## src/rtl/xlat_cache_pkg.sv

```systemverilog
package xlat_cache_pkg;
  localparam int VA_W         = 32;
  localparam int PAGE_SHIFT   = 12;
  localparam int REGION_SHIFT = 20;
  localparam int VPN_W        = VA_W - PAGE_SHIFT;
  localparam int TAG_W        = VA_W - REGION_SHIFT;
  localparam int MASTER_N     = 6;
  localparam int FL_MAIN_BIT  = 16;
  localparam int FL_WALK_BIT  = 17;

  // register word indices (byte offset / 4)
  localparam logic [2:0] RIDX_FLUSH  = 3'd0;
  localparam logic [2:0] RIDX_INVA   = 3'd1;
  localparam logic [2:0] RIDX_INVM   = 3'd2;
  localparam logic [2:0] RIDX_INVGO  = 3'd3;
  localparam logic [2:0] RIDX_WINVA  = 3'd4;
  localparam logic [2:0] RIDX_WINVGO = 3'd5;

  typedef enum logic [1:0] {ST_IDLE, ST_WALK, ST_SWEEP} ctrlState_t;

  typedef struct packed {
    logic captureVa;
    logic fillMain;
    logic fillWalk;
    logic sweepEn;
    logic clrMainAll;
    logic clrWalkAll;
    logic invMain;
    logic invWalk;
  } dpStrobe_t;
endpackage

```

## src/rtl/xlat_cache_dp.sv

```systemverilog
module xlat_cache_dp
  import xlat_cache_pkg::*;
#(
  parameter int TLB_ENTRIES = 8,
  parameter int DIR_ENTRIES = 4,
  parameter int SWW         = 3
) (
  input  logic             clk,
  input  logic             rstN,
  input  dpStrobe_t        strobe,
  input  logic [SWW-1:0]   sweepIdx,
  input  logic [VA_W-1:0]  lkVa,
  input  logic [VPN_W-1:0] walkPpn,
  input  logic [VA_W-1:0]  walkDirData,
  input  logic [VA_W-1:0]  invAddr,
  input  logic [VA_W-1:0]  invMask,
  input  logic [TAG_W-1:0] walkInvTag,
  output logic             hitAny,
  output logic [VPN_W-1:0] hitPpn,
  output logic             dirHit,
  output logic [VA_W-1:0]  dirEntry,
  output logic [VA_W-1:0]  curVa
);
  localparam int TLB_IW = (TLB_ENTRIES > 1) ? $clog2(TLB_ENTRIES) : 1;
  localparam int DIR_IW = (DIR_ENTRIES > 1) ? $clog2(DIR_ENTRIES) : 1;

  logic [TLB_ENTRIES-1:0] tVld, tHitVec, tInvVec, tKill;
  logic [VPN_W-1:0]       tVpn [TLB_ENTRIES];
  logic [VPN_W-1:0]       tPpn [TLB_ENTRIES];
  logic [TLB_IW-1:0]      tRr;

  logic [DIR_ENTRIES-1:0] dVld, dHitVec, dKill;
  logic [TAG_W-1:0]       dTag [DIR_ENTRIES];
  logic [VA_W-1:0]        dData [DIR_ENTRIES];
  logic [DIR_IW-1:0]      dRr;

  // per-entry compare logic for the translation cache
  for (genvar gi = 0; gi < TLB_ENTRIES; gi++) begin : g_tlbCmp
    assign tHitVec[gi] = tVld[gi] && (tVpn[gi] == lkVa[VA_W-1:PAGE_SHIFT]);
    assign tInvVec[gi] = ((({tVpn[gi], {PAGE_SHIFT{1'b0}}}) ^ invAddr) & invMask) == '0;
    assign tKill[gi]   = strobe.sweepEn && (sweepIdx == SWW'(gi)) &&
                         (strobe.clrMainAll || (strobe.invMain && tInvVec[gi]));
  end

  // per-entry compare logic for the directory cache
  for (genvar gj = 0; gj < DIR_ENTRIES; gj++) begin : g_dirCmp
    assign dHitVec[gj] = dVld[gj] && (dTag[gj] == curVa[VA_W-1:REGION_SHIFT]);
    assign dKill[gj]   = strobe.sweepEn && (sweepIdx == SWW'(gj)) &&
                         (strobe.clrWalkAll || (strobe.invWalk && dTag[gj] == walkInvTag));
  end

  always_comb begin
    hitPpn = '0;
    for (int i = 0; i < TLB_ENTRIES; i++)
      if (tHitVec[i]) hitPpn = hitPpn | tPpn[i];
  end
  assign hitAny = |tHitVec;

  always_comb begin
    dirEntry = '0;
    for (int j = 0; j < DIR_ENTRIES; j++)
      if (dHitVec[j]) dirEntry = dirEntry | dData[j];
  end
  assign dirHit = |dHitVec;

  always_ff @(posedge clk or negedge rstN) begin
    if (!rstN) curVa <= '0;
    else if (strobe.captureVa) curVa <= lkVa;
  end

  // translation cache valid bits and replacement pointer
  always_ff @(posedge clk or negedge rstN) begin
    if (!rstN) begin
      tVld <= '0;
      tRr  <= '0;
    end else begin
      for (int i = 0; i < TLB_ENTRIES; i++)
        if (tKill[i]) tVld[i] <= 1'b0;
      if (strobe.fillMain) begin
        tVld[tRr] <= 1'b1;
        tRr <= (tRr == TLB_IW'(TLB_ENTRIES - 1)) ? '0 : tRr + 1'b1;
      end
    end
  end

  always_ff @(posedge clk) begin
    if (strobe.fillMain) begin
      tVpn[tRr] <= curVa[VA_W-1:PAGE_SHIFT];
      tPpn[tRr] <= walkPpn;
    end
  end

  // directory cache valid bits and replacement pointer
  always_ff @(posedge clk or negedge rstN) begin
    if (!rstN) begin
      dVld <= '0;
      dRr  <= '0;
    end else begin
      for (int j = 0; j < DIR_ENTRIES; j++)
        if (dKill[j]) dVld[j] <= 1'b0;
      if (strobe.fillWalk && !dirHit) begin
        dVld[dRr] <= 1'b1;
        dRr <= (dRr == DIR_IW'(DIR_ENTRIES - 1)) ? '0 : dRr + 1'b1;
      end
    end
  end

  always_ff @(posedge clk) begin
    if (strobe.fillWalk && !dirHit) begin
      dTag[dRr]  <= curVa[VA_W-1:REGION_SHIFT];
      dData[dRr] <= walkDirData;
    end
  end
endmodule

```

## src/rtl/xlat_cache_ctrl.sv

```systemverilog
module xlat_cache_ctrl
  import xlat_cache_pkg::*;
#(
  parameter int SWEEP_LEN = 8,
  parameter int SWW       = 3
) (
  input  logic             clk,
  input  logic             rstN,
  input  logic             regSel,
  input  logic             regWrite,
  input  logic [7:0]       regAddr,
  input  logic [31:0]      regWdata,
  output logic [31:0]      regRdata,
  input  logic             lkValid,
  input  logic [VA_W-1:0]  lkVa,
  output logic             lkReady,
  input  logic             hitAny,
  input  logic [VPN_W-1:0] hitPpn,
  input  logic [VA_W-1:0]  curVa,
  input  logic             walkDone,
  input  logic             walkFault,
  input  logic [VPN_W-1:0] walkPpn,
  input  logic             walkDirFill,
  output logic             walkReq,
  output logic             rspValid,
  output logic [VA_W-1:0]  rspPa,
  output logic             rspFault,
  output dpStrobe_t        strobe,
  output logic [SWW-1:0]   sweepIdx,
  output logic [VA_W-1:0]  invAddr,
  output logic [VA_W-1:0]  invMask,
  output logic [TAG_W-1:0] walkInvTag,
  output logic             maintPending
);
  localparam int FL_W = MASTER_N + 2;

  ctrlState_t      state;
  logic [FL_W-1:0] flushPend, snapFlush, flushSet, flushEndClr;
  logic            invGo, walkGo, snapInv, snapWalk;
  logic            regOk, wrEn, sweepEnd;
  logic [2:0]      regIdx;

  assign regIdx   = regAddr[4:2];
  assign regOk    = (regAddr[7:5] == 3'd0) && (regAddr[1:0] == 2'd0);
  assign wrEn     = regSel && regWrite && regOk;
  assign sweepEnd = (state == ST_SWEEP) && (sweepIdx == SWW'(SWEEP_LEN - 1));

  assign flushSet    = (wrEn && regIdx == RIDX_FLUSH) ?
                       {regWdata[FL_WALK_BIT], regWdata[FL_MAIN_BIT], regWdata[MASTER_N-1:0]} : '0;
  assign flushEndClr = sweepEnd ? snapFlush : '0;

  assign maintPending = (|flushPend) || invGo || walkGo;
  assign lkReady      = (state == ST_IDLE) && !maintPending;
  assign walkReq      = (state == ST_WALK);

  always_comb begin
    strobe            = '0;
    strobe.captureVa  = lkReady && lkValid;
    strobe.fillMain   = walkReq && walkDone && !walkFault;
    strobe.fillWalk   = walkReq && walkDone && !walkFault && walkDirFill;
    strobe.sweepEn    = (state == ST_SWEEP);
    strobe.clrMainAll = snapFlush[MASTER_N];
    strobe.clrWalkAll = snapFlush[MASTER_N+1];
    strobe.invMain    = snapInv;
    strobe.invWalk    = snapWalk;
  end

  always_comb begin
    regRdata = '0;
    if (regOk) begin
      case (regIdx)
        RIDX_FLUSH:  regRdata = {14'd0, flushPend[MASTER_N+1], flushPend[MASTER_N],
                                 10'd0, flushPend[MASTER_N-1:0]};
        RIDX_INVA:   regRdata = invAddr;
        RIDX_INVM:   regRdata = invMask;
        RIDX_INVGO:  regRdata = {31'd0, invGo};
        RIDX_WINVA:  regRdata = {walkInvTag, {REGION_SHIFT{1'b0}}};
        RIDX_WINVGO: regRdata = {31'd0, walkGo};
        default:     regRdata = '0;
      endcase
    end
  end

  // software-visible registers; completion clears only the bits a sweep took
  always_ff @(posedge clk or negedge rstN) begin
    if (!rstN) begin
      flushPend  <= '0;
      invGo      <= 1'b0;
      walkGo     <= 1'b0;
      invAddr    <= '0;
      invMask    <= 32'hFFFF_F000;
      walkInvTag <= '0;
    end else begin
      flushPend <= (flushPend & ~flushEndClr) | flushSet;
      invGo  <= (invGo  && !(sweepEnd && snapInv)) ||
                (wrEn && regIdx == RIDX_INVGO && regWdata[0]);
      walkGo <= (walkGo && !(sweepEnd && snapWalk)) ||
                (wrEn && regIdx == RIDX_WINVGO && regWdata[0]);
      if (wrEn && regIdx == RIDX_INVA)  invAddr    <= regWdata;
      if (wrEn && regIdx == RIDX_INVM)  invMask    <= regWdata;
      if (wrEn && regIdx == RIDX_WINVA) walkInvTag <= regWdata[VA_W-1:REGION_SHIFT];
    end
  end

  always_ff @(posedge clk or negedge rstN) begin
    if (!rstN) begin
      state     <= ST_IDLE;
      sweepIdx  <= '0;
      snapFlush <= '0;
      snapInv   <= 1'b0;
      snapWalk  <= 1'b0;
    end else begin
      case (state)
        ST_IDLE: begin
          if (maintPending) begin
            state     <= ST_SWEEP;
            sweepIdx  <= '0;
            snapFlush <= flushPend;
            snapInv   <= invGo;
            snapWalk  <= walkGo;
          end else if (lkValid && !hitAny) begin
            state <= ST_WALK;
          end
        end
        ST_WALK:  if (walkDone) state <= ST_IDLE;
        ST_SWEEP: begin
          if (sweepEnd) state <= ST_IDLE;
          else sweepIdx <= sweepIdx + 1'b1;
        end
        default: state <= ST_IDLE;
      endcase
    end
  end

  always_ff @(posedge clk or negedge rstN) begin
    if (!rstN) begin
      rspValid <= 1'b0;
      rspPa    <= '0;
      rspFault <= 1'b0;
    end else begin
      rspValid <= 1'b0;
      if (strobe.captureVa && hitAny) begin
        rspValid <= 1'b1;
        rspPa    <= {hitPpn, lkVa[PAGE_SHIFT-1:0]};
        rspFault <= 1'b0;
      end else if (walkReq && walkDone) begin
        rspValid <= 1'b1;
        rspPa    <= walkFault ? '0 : {walkPpn, curVa[PAGE_SHIFT-1:0]};
        rspFault <= walkFault;
      end
    end
  end
endmodule

```

## src/rtl/xlat_cache.sv

```systemverilog
module xlat_cache
  import xlat_cache_pkg::*;
#(
  parameter int TLB_ENTRIES = 8,
  parameter int DIR_ENTRIES = 4
) (
  input  logic        clk,
  input  logic        rstN,
  input  logic        regSel,
  input  logic        regWrite,
  input  logic [7:0]  regAddr,
  input  logic [31:0] regWdata,
  output logic [31:0] regRdata,
  input  logic        lkValid,
  input  logic [31:0] lkVa,
  output logic        lkReady,
  output logic        rspValid,
  output logic [31:0] rspPa,
  output logic        rspFault,
  output logic        walkReq,
  output logic [31:0] walkVa,
  output logic        walkDirHit,
  output logic [31:0] walkDirEntry,
  input  logic        walkDone,
  input  logic        walkFault,
  input  logic [19:0] walkPpn,
  input  logic        walkDirFill,
  input  logic [31:0] walkDirData
);
  localparam int SWEEP_LEN = (TLB_ENTRIES > DIR_ENTRIES) ? TLB_ENTRIES : DIR_ENTRIES;
  localparam int SWW       = (SWEEP_LEN > 1) ? $clog2(SWEEP_LEN) : 1;

  dpStrobe_t        strobe;
  logic [SWW-1:0]   sweepIdx;
  logic             hitAny, maintPending;
  logic [VPN_W-1:0] hitPpn;
  logic [VA_W-1:0]  curVa, invAddr, invMask;
  logic [TAG_W-1:0] walkInvTag;

  xlat_cache_ctrl #(.SWEEP_LEN(SWEEP_LEN), .SWW(SWW)) u_ctrl (
    .clk(clk), .rstN(rstN),
    .regSel(regSel), .regWrite(regWrite), .regAddr(regAddr),
    .regWdata(regWdata), .regRdata(regRdata),
    .lkValid(lkValid), .lkVa(lkVa), .lkReady(lkReady),
    .hitAny(hitAny), .hitPpn(hitPpn), .curVa(curVa),
    .walkDone(walkDone), .walkFault(walkFault), .walkPpn(walkPpn),
    .walkDirFill(walkDirFill), .walkReq(walkReq),
    .rspValid(rspValid), .rspPa(rspPa), .rspFault(rspFault),
    .strobe(strobe), .sweepIdx(sweepIdx),
    .invAddr(invAddr), .invMask(invMask), .walkInvTag(walkInvTag),
    .maintPending(maintPending)
  );

  xlat_cache_dp #(.TLB_ENTRIES(TLB_ENTRIES), .DIR_ENTRIES(DIR_ENTRIES), .SWW(SWW)) u_dp (
    .clk(clk), .rstN(rstN),
    .strobe(strobe), .sweepIdx(sweepIdx),
    .lkVa(lkVa), .walkPpn(walkPpn), .walkDirData(walkDirData),
    .invAddr(invAddr), .invMask(invMask), .walkInvTag(walkInvTag),
    .hitAny(hitAny), .hitPpn(hitPpn),
    .dirHit(walkDirHit), .dirEntry(walkDirEntry), .curVa(curVa)
  );

  assign walkVa = curVa;
endmodule

```

## config.mk

```make
export PLATFORM = sky130hd
export DESIGN_NAME = xlat_cache
export DESIGN_NICKNAME = d
export VERILOG_FILES = /design/src/rtl/xlat_cache_pkg.sv /design/src/rtl/xlat_cache_dp.sv /design/src/rtl/xlat_cache_ctrl.sv /design/src/rtl/xlat_cache.sv
export SDC_FILE = /design/constraint.sdc
export NUM_CORES = 1
export LEC_CHECK = 0
export BUFFER_PORTS_ARGS = -buffer_cell sky130_fd_sc_hd__buf_2
export CAP_MARGIN = 20
export CORE_MARGIN = 2
export CORE_UTILIZATION = 60
export DETAILED_ROUTE_END_ITERATION = 8
export GPL_ROUTABILITY_DRIVEN = 0
export HOLD_SLACK_MARGIN = 0.05
export PLACE_DENSITY = 0.8
export SKIP_CTS_REPAIR_TIMING = 1
export SYNTH_ARGS = -nofsm -noshare
export SYNTH_HDL_FRONTEND = slang
export SYNTH_SLANG_ARGS = --single-unit
export TNS_END_PERCENT = 50
```

## constraint.sdc

```tcl
create_clock -name clk -period 6.8 [get_ports clk]
set_input_delay 0.34 -clock clk [delete_from_list [all_inputs] [get_ports clk]]
set_output_delay 0.34 -clock clk [all_outputs]
set_load 0.05 [all_outputs]
```

Word-level counts from Yosys, hierarchy flattened
Memories as Yosys holds them, arrays and structs flattened.
Index checks and enable logic that the tools add are counted.
{ "totals": {"ff_bits": 184, "latchBits": 0, "mem_bits_rw": 496, "romBits": 0, "in_bits": 132, "output_inout_bits": 133, "elab_cells": 265, "mem_count": 4} }
{ "op_classes": {"add_sub_neg": 3, "n_mul": 0, "div_mod_pow": 0, "magnitude_cmp": 4, "n_eq_ne": 37, "shifts": 0, "n_mux": 55, "bitwise": 31, "reduce_logical": 112} }
{ "mem_list": {"columns": ["name", "depth", "width", "read_ports", "rd_clocked_by_memory_dff", "wr", "line_no", "rtl"], "rows": [
  ["u_dp.tPpn", 8, 20, 8, 0, 1, "xlat_cache_dp.sv:29", "logic [VPN_W-1:0] tPpn [TLB_ENTRIES];"],
  ["u_dp.tVpn", 8, 20, 8, 0, 1, "xlat_cache_dp.sv:28", "logic [VPN_W-1:0] tVpn [TLB_ENTRIES];"],
  ["u_dp.dData", 4, 32, 4, 0, 1, "xlat_cache_dp.sv:34", "logic [VA_W-1:0] dData [DIR_ENTRIES];"],
  ["u_dp.dTag", 4, 12, 4, 0, 1, "xlat_cache_dp.sv:33", "logic [TAG_W-1:0] dTag [DIR_ENTRIES];"]
]} }
{ "op_table": {"columns": ["operator", "n"], "rows": [
  ["$and A32 B32 Y32", 8],
  ["$logic_not A32 Y1", 8],
  ["$mux W32", 8],
  ["$xor A32 B32 Y32", 8],
  ["$pmux W32 S6", 1],
  ["$eq A20 B20 Y1", 8],
  ["$mux W20", 8],
  ["$or A20 B20 Y20", 7],
  ["$eq A12 B12 Y1", 8],
  ["$or A32 B32 Y32", 3],
  ["$logic_and A1 B1 Y1", 69],
  ["$mux W8", 3],
  ["$mux W1", 22],
  ["$eq A3 B3 Y1 const B", 7],
  ["$logic_or A1 B1 Y1", 16],
  ["$or A8 B8 Y8", 2],
  ["$reduce_or A8 Y1", 2],
  ["$eq A3 B2 Y1 const B", 4],
  ["$mux W2", 5],
  ["$logic_not A3 Y1", 3],
  ["$mux W3", 3],
  ["$and A8 B8 Y8", 1],
  ["$not A8 Y8", 1],
  ["$add A3 B1 Y3 const B", 2],
  ["23 further kinds", 35]
]} }

Logic depth before layout (Yosys ltp)
{ "depth": {"word_depth": 18, "ltp_mapped": 11, "mapped_depth_nobuf": 7} }

Modules after synthesis
From an unflattened synthesis, not the netlist that was laid out.
{ "unflattened": {"hier_cells": 2233, "area_unflattened_um2": 30828.3} }
{ "modules_own_cells": {"columns": ["mod", "instances", "cells_each", "area_each_um2"], "rows": [
  ["xlat_cache_dp", 1, 1661, 24355.9],
  ["xlat_cache_ctrl", 1, 572, 6472.5]
]} }

Worst setup path after synthesis
Ideal clock, no wire load.
{ "synth_timing": {"path_kind": "flip-flop to flip-flop", "startpoint": "reg u_ctrl.state[0]", "endpoint": "mem u_dp.tPpn[0][0] (netlist bit) (enable)", "setup_ps": 540, "arrival_time_ps": 5585, "slack_ps": 674, "stages_incl_launch_ff": 6, "period_less_slack_ps": 6126, "path_cell_list": "dfrtp_1 > nor2b_1 > and2_1 > nand2b_1 > clkbuf_1 > nor4_1"} }
{ "synth_via": {"elab_chain_len": 5} }
{ "synth_rtl": {"columns": ["item", "line_no", "rtl"], "rows": [
  ["start: declaration", "xlat_cache_ctrl.sv:37", "ctrlState_t state;"],
  ["start signal: assignment", "xlat_cache_ctrl.sv:107", "state <= ST_IDLE;"],
  ["start signal: assignment", "xlat_cache_ctrl.sv:116", "state <= ST_SWEEP;"],
  ["start signal: assignment", "xlat_cache_ctrl.sv:122", "state <= ST_WALK;"],
  ["$eq A2 B1 Y1", "xlat_cache_ctrl.sv:54", "assign walkReq = (state == ST_WALK);"],
  ["net walkReq", "xlat_cache.sv:20", "output logic walkReq,"],
  ["$logic_and A1 B1 Y1 (2 in a row)", "xlat_cache_ctrl.sv:59", "strobe.fillMain = walkReq && walkDone && !walkFault;"],
  ["$mux W1", "xlat_cache_dp.sv:87", "if (strobe.fillMain) begin"],
  ["$mux W1 (implied by the code)", "xlat_cache_dp.sv:89", "tPpn[tRr] <= walkPpn;"],
  ["end: declaration", "xlat_cache_dp.sv:29", null]
]} }
The timed path passes the listed nets, and every way through them passes these cells.

==> metrics.txt <==
# TYPE chip_impl_metric gauge
chip_impl_info{name="status",value="complete, but fails checks"} 1
chip_impl_info{name="violations",value="design-rule violations"} 1
chip_impl_metric{name="ys_ff_latch",unit=""} 680
chip_impl_metric{name="synth_area",unit="sq um"} 30200
chip_impl_metric{name="drive_above_1_share",unit="%"} 23.0
chip_impl_info{name="worst_setup_path_start_kind",value="flip-flop"} 1
chip_impl_info{name="clockRootBuffer",value="sky130_fd_sc_hd__clkbuf_16"} 1
chip_impl_metric{name="hold_viol_final",unit=""} 0
chip_impl_metric{name="grt_max_degree",unit=""} 111
chip_impl_info{name="rsz_0062_raised_after_global_routing",value="no"} 1
chip_impl_metric{name="max_clock_freq",unit="GHz"} 0.244
chip_impl_metric{name="worst_pin_slew",unit="ns"} 1.07
chip_impl_metric{name="antenna_left",unit=""} 0
chip_impl_metric{name="numPortBuffers",unit=""} 264
chip_impl_info{name="critPathKind",value="reg -> reg"} 1
chip_impl_info{name="tritoncts_clock_tree",value="done"} 1
chip_impl_metric{name="synth-seq-area-share",unit="%"} 64.6
chip_impl_metric{name="worstPathBufferInverterCount",unit=""} 1
chip_impl_metric{name="power-per-cell-area",unit="nW/um^2"} 327
chip_impl_info{name="yosys_most_used_dff",value="sky130_fd_sc_hd__edfxtp_1"} 1
chip_impl_metric{name="maxCapViolCount",unit=""} 0
chip_impl_metric{name="post-route-min-period",unit="ns"} 4.09
chip_impl_metric{name="via_density_per_instance",unit=""} 6.60
chip_impl_metric{name="core_region_area",unit="sq um"} 50000
chip_impl_metric{name="postRouteWirelength",unit="microns"} 89500
chip_impl_metric{name="drt_pre_antenna_iters",unit=""} 9
chip_impl_info{name="worst_r2r_dst",value="u_ctrl.rspPa[19]$_DFFE_PN0P_"} 1
chip_impl_metric{name="number_of_instances_in_the_synthesized_netlist",unit=""} 2134
chip_impl_metric{name="yosys_warnings",unit=""} 0
chip_impl_metric{name="synthesis.nets",unit=""} 2278
chip_impl_metric{name="post-dp-hpwl",unit="microns"} 58200
chip_impl_info{name="r2r_start",value="u_dp.tVpn[7][9]$_DFFE_PP_"} 1
chip_impl_metric{name="clkSlewWorstSetupHoldPaths",unit="ns"} 0.06
chip_impl_metric{name="flow.area_growth_from_synthesis",unit="%"} 17.2
chip_impl_metric{name="syn-mean-instance-area",unit="sq um"} 14.2
chip_impl_metric{name="overflow",unit=""} 0
chip_impl_metric{name="top_level_ports",unit=""} 265
chip_impl_metric{name="r2r.worst_path.cells",unit=""} 8
chip_impl_metric{name="cp_slowest_stage_delay",unit="ns"} 0.90
chip_impl_metric{name="critical_path.max_fanout",unit=""} 46
chip_impl_metric{name="report.final.slew_viol_count",unit=""} 0
chip_impl_info{name="timing.critical_path.cells",value="xnor2_1, nand4_1, nor4_1, a22oi_1, a41oi_4, buf_4, a221oi_1, a31oi_2"} 1
chip_impl_metric{name="clock_skew",unit="ns"} 0.0293
chip_impl_metric{name="floorplan.initialDensity",unit="%"} 60.5
chip_impl_metric{name="place.detailed.instances",unit=""} 2947
chip_impl_info{name="hp-class",value="in -> reg"} 1
chip_impl_metric{name="final-setup-viol-count",unit=""} 0
chip_impl_metric{name="final_min_period_over_clock_period",unit="%"} 60.2
chip_impl_metric{name="drt_iter0_drc",unit=""} 2924
chip_impl_metric{name="floorplan.rows",unit=""} 82
chip_impl_metric{name="layoutNonFillerInstCount",unit=""} 3174
chip_impl_info{name="worst_setup_path_end_kind",value="flip-flop"} 1
chip_impl_metric{name="worst_skew_pair.late_latency",unit="ns"} 0.63
chip_impl_metric{name="layout.nets",unit=""} 2589
chip_impl_metric{name="dr_total_vias",unit=""} 20900
chip_impl_metric{name="ctsLongestPathBuffers",unit=""} 3
chip_impl_metric{name="worst_hold_path.num_cells",unit=""} 1
chip_impl_metric{name="die_area",unit="sq um"} 52200
chip_impl_metric{name="first_global_vias",unit=""} 20400
chip_impl_metric{name="ys_types",unit=""} 59
chip_impl_metric{name="synth-async-reset-ratio",unit="%"} 27.1
chip_impl_metric{name="summed_negative_setup_slack_over_all_endpoints",unit="ns"} 0
chip_impl_metric{name="leakage",unit="nW"} 13.7
chip_impl_metric{name="h-tree-depth",unit=""} 3
chip_impl_metric{name="number_of_enable_flip_flop_cells_after_synthesis",unit=""} 496
chip_impl_metric{name="wl_per_cell",unit="microns"} 28.2
chip_impl_metric{name="global_route.usage.total",unit="%"} 33.3
chip_impl_info{name="min-delay-start",value="walkPpn[7]"} 1
chip_impl_metric{name="max-vdd-ir-drop",unit="V"} 0.000232
chip_impl_metric{name="numCtsBuffers",unit=""} 70
chip_impl_metric{name="worstPathArrival",unit="ns"} 4.64
chip_impl_metric{name="die_y",unit="microns"} 229
chip_impl_metric{name="data_required_time_of_the_critical_path",unit="ns"} 7.35
chip_impl_info{name="critical_path.top_delay_family",value="compound AO/OA/AOI/OAI gates"} 1
chip_impl_metric{name="ff2ff_setup_slack",unit="ns"} 2.71
chip_impl_metric{name="grt_antenna_before_repair",unit=""} 4
chip_impl_metric{name="drcViolationCount",unit=""} 1
chip_impl_info{name="hold_path_end",value="u_dp.tPpn[2][7]$_DFFE_PP_"} 1
chip_impl_metric{name="cts_sinks",unit=""} 680
chip_impl_metric{name="timing.slew.headroom",unit="%"} 28.2
chip_impl_info{name="critical-path-slowest-cell",value="sky130_fd_sc_hd__nor4_1"} 1
chip_impl_metric{name="global_route_wire_length_before_repair",unit="microns"} 130000
chip_impl_metric{name="die-width",unit="microns"} 229
## metal layers
layer	vias to the layer above	share of wire (%)	track usage, %
li1	8678	-	-
met1	10400	36	43.9
met2	1522	46	51.8
met3	360	12	9.81
met4	4	5.3	14.6
met5	-	0.026	0
## per-stage QoR
step | area (sq um) | hold slack, ns | worst slack (ns) | util, % | total power, mW
after CTS | 34400 | -0.132 | 2.89 | 68.8 | 11.5
after detailed placement | 32000 | 0.461 | 2.93 | 64.1 | 7.65
after global placement | 32000 | 0.453 | 3.04 | 64.1 | 7.59
after global routing | 35400 | 0.0514 | 2.74 | 70.9 | 11.9
after floorplan | 30200 | 0.0444 | 0.674 | - | 6.86
final | 35400 | 0.0330 | 2.71 | 70.9 | 11.6
## worst max path at each step
| stage | start | to | slack [ns] | depth (start not counted) |
|---|---|---|---|---|
| floorplan | u_ctrl.state[0]$_DFFE_PN0P_ | u_dp.tPpn[0][0]$_DFFE_PP_ | 0.67 | 5 |
| global placement | u_dp.curVa[27]$_DFFE_PN0P_ | u_dp.dData[3][5]$_DFFE_PP_ | 3.04 | 8 |
| detailed placement | u_dp.curVa[27]$_DFFE_PN0P_ | u_dp.dData[1][8]$_DFFE_PP_ | 2.93 | 8 |
| CTS | u_dp.curVa[24]$_DFFE_PN0P_ | u_dp.dData[1][9]$_DFFE_PP_ | 2.89 | 8 |
| global route | u_dp.tVpn[7][9]$_DFFE_PP_ | u_ctrl.rspPa[30]$_DFFE_PN0P_ | 2.74 | 8 |
| finish | u_dp.tVpn[7][9]$_DFFE_PP_ | u_ctrl.rspPa[19]$_DFFE_PN0P_ | 2.71 | 8 |
## power breakdown
group          internal, mW  total, mW  switching, mW
clock                  2.28       3.91           1.63
combinational         0.675       2.14           1.46
sequential             4.99       5.55          0.563
## layout make-up
| type | instances | area, sq um |
|---|---|---|
| clock inverters | 37 | 457 |
| inverters | 6 | 22.5 |
| diodes | 2 | 5.00 |
| well taps | 672 | 841 |
| multi-input cells | 1293 | 10100 |
| flip-flops and latches | 680 | 19500 |
| fillers | 3242 | 14500 |
| repair buffers | 394 | 2620 |
| clock buffers | 90 | 1880 |
## cell families after synthesis
kind of cell             Yosys count  synth area share [%]
AO/OA/AOI/OAI                    371                  9.37
buffers and inverters            161                  2.41
AND/OR/NAND/NOR                  367                  6.43
multiplexers                     127                  4.70
XOR/XNOR                         416                  12.0
adder cells (fa/ha/maj)           12                 0.496
flip-flops                       680                  64.6
## cells in the final DEF, fill, tap and decap left out, types with 49 or more instances in the layout
| master | Yosys | final |
|---|---|---|
| sky130_fd_sc_hd__a22oi_1 | 227 | 227 |
| sky130_fd_sc_hd__nand4_1 | 49 | 49 |
| sky130_fd_sc_hd__buf_2 | 39 | 263 |
| sky130_fd_sc_hd__mux2_2 | 115 | 115 |
| sky130_fd_sc_hd__nand2_1 | 83 | 83 |
| sky130_fd_sc_hd__dlygate4sd3_1 | 0 | 93 |
| sky130_fd_sc_hd__xnor2_1 | 165 | 165 |
| sky130_fd_sc_hd__clkbuf_16 | 0 | 71 |
| sky130_fd_sc_hd__nor2_1 | 65 | 61 |
| sky130_fd_sc_hd__xor2_1 | 251 | 251 |
| sky130_fd_sc_hd__dfrtp_1 | 164 | 164 |
| sky130_fd_sc_hd__edfxtp_1 | 496 | 496 |
## Yosys cell counts, drive strengths merged, types with 7 or more instances
cell    count  area share, %
clkbuf     90            1.1
edfxtp    496             49
nand4      49            1.0
o21ai      14           0.23
a21o        8           0.20
nor2b       7           0.14
a22oi     227            5.6
a222oi     22           0.73
dfrtp     164             14
and3       44           0.91
nand3      31           0.51
ha         12           0.50
nor2       66           0.83
dfstp      20            1.7
mux2i       7           0.23
mux2      120            4.5
and2       14           0.29
nor3       11           0.20
xnor2     165            4.8
buf        65            1.2
xor2      251            7.3
a22o       15           0.43
nand2      84            1.1
a31oi      12           0.35
a21oi      28           0.46
nor4       40           0.96
a221oi     22           0.64
## sequential cells by signal (all words and copies together) (netlist names), 2 cells and up
register and flops:
u_ctrl.flushPend 8, u_ctrl.invAddr 32, u_ctrl.invMask 32, u_ctrl.rspPa 32, u_ctrl.snapFlush 8, u_ctrl.state 2, u_ctrl.sweepIdx 3, u_ctrl.walkInvTag 12
u_dp.curVa 32, u_dp.dData 128, u_dp.dRr 2, u_dp.dTag 48, u_dp.dVld 4, u_dp.tPpn 160, u_dp.tRr 3, u_dp.tVld 8
u_dp.tVpn 160
Power figures use the tool's default switching activity.
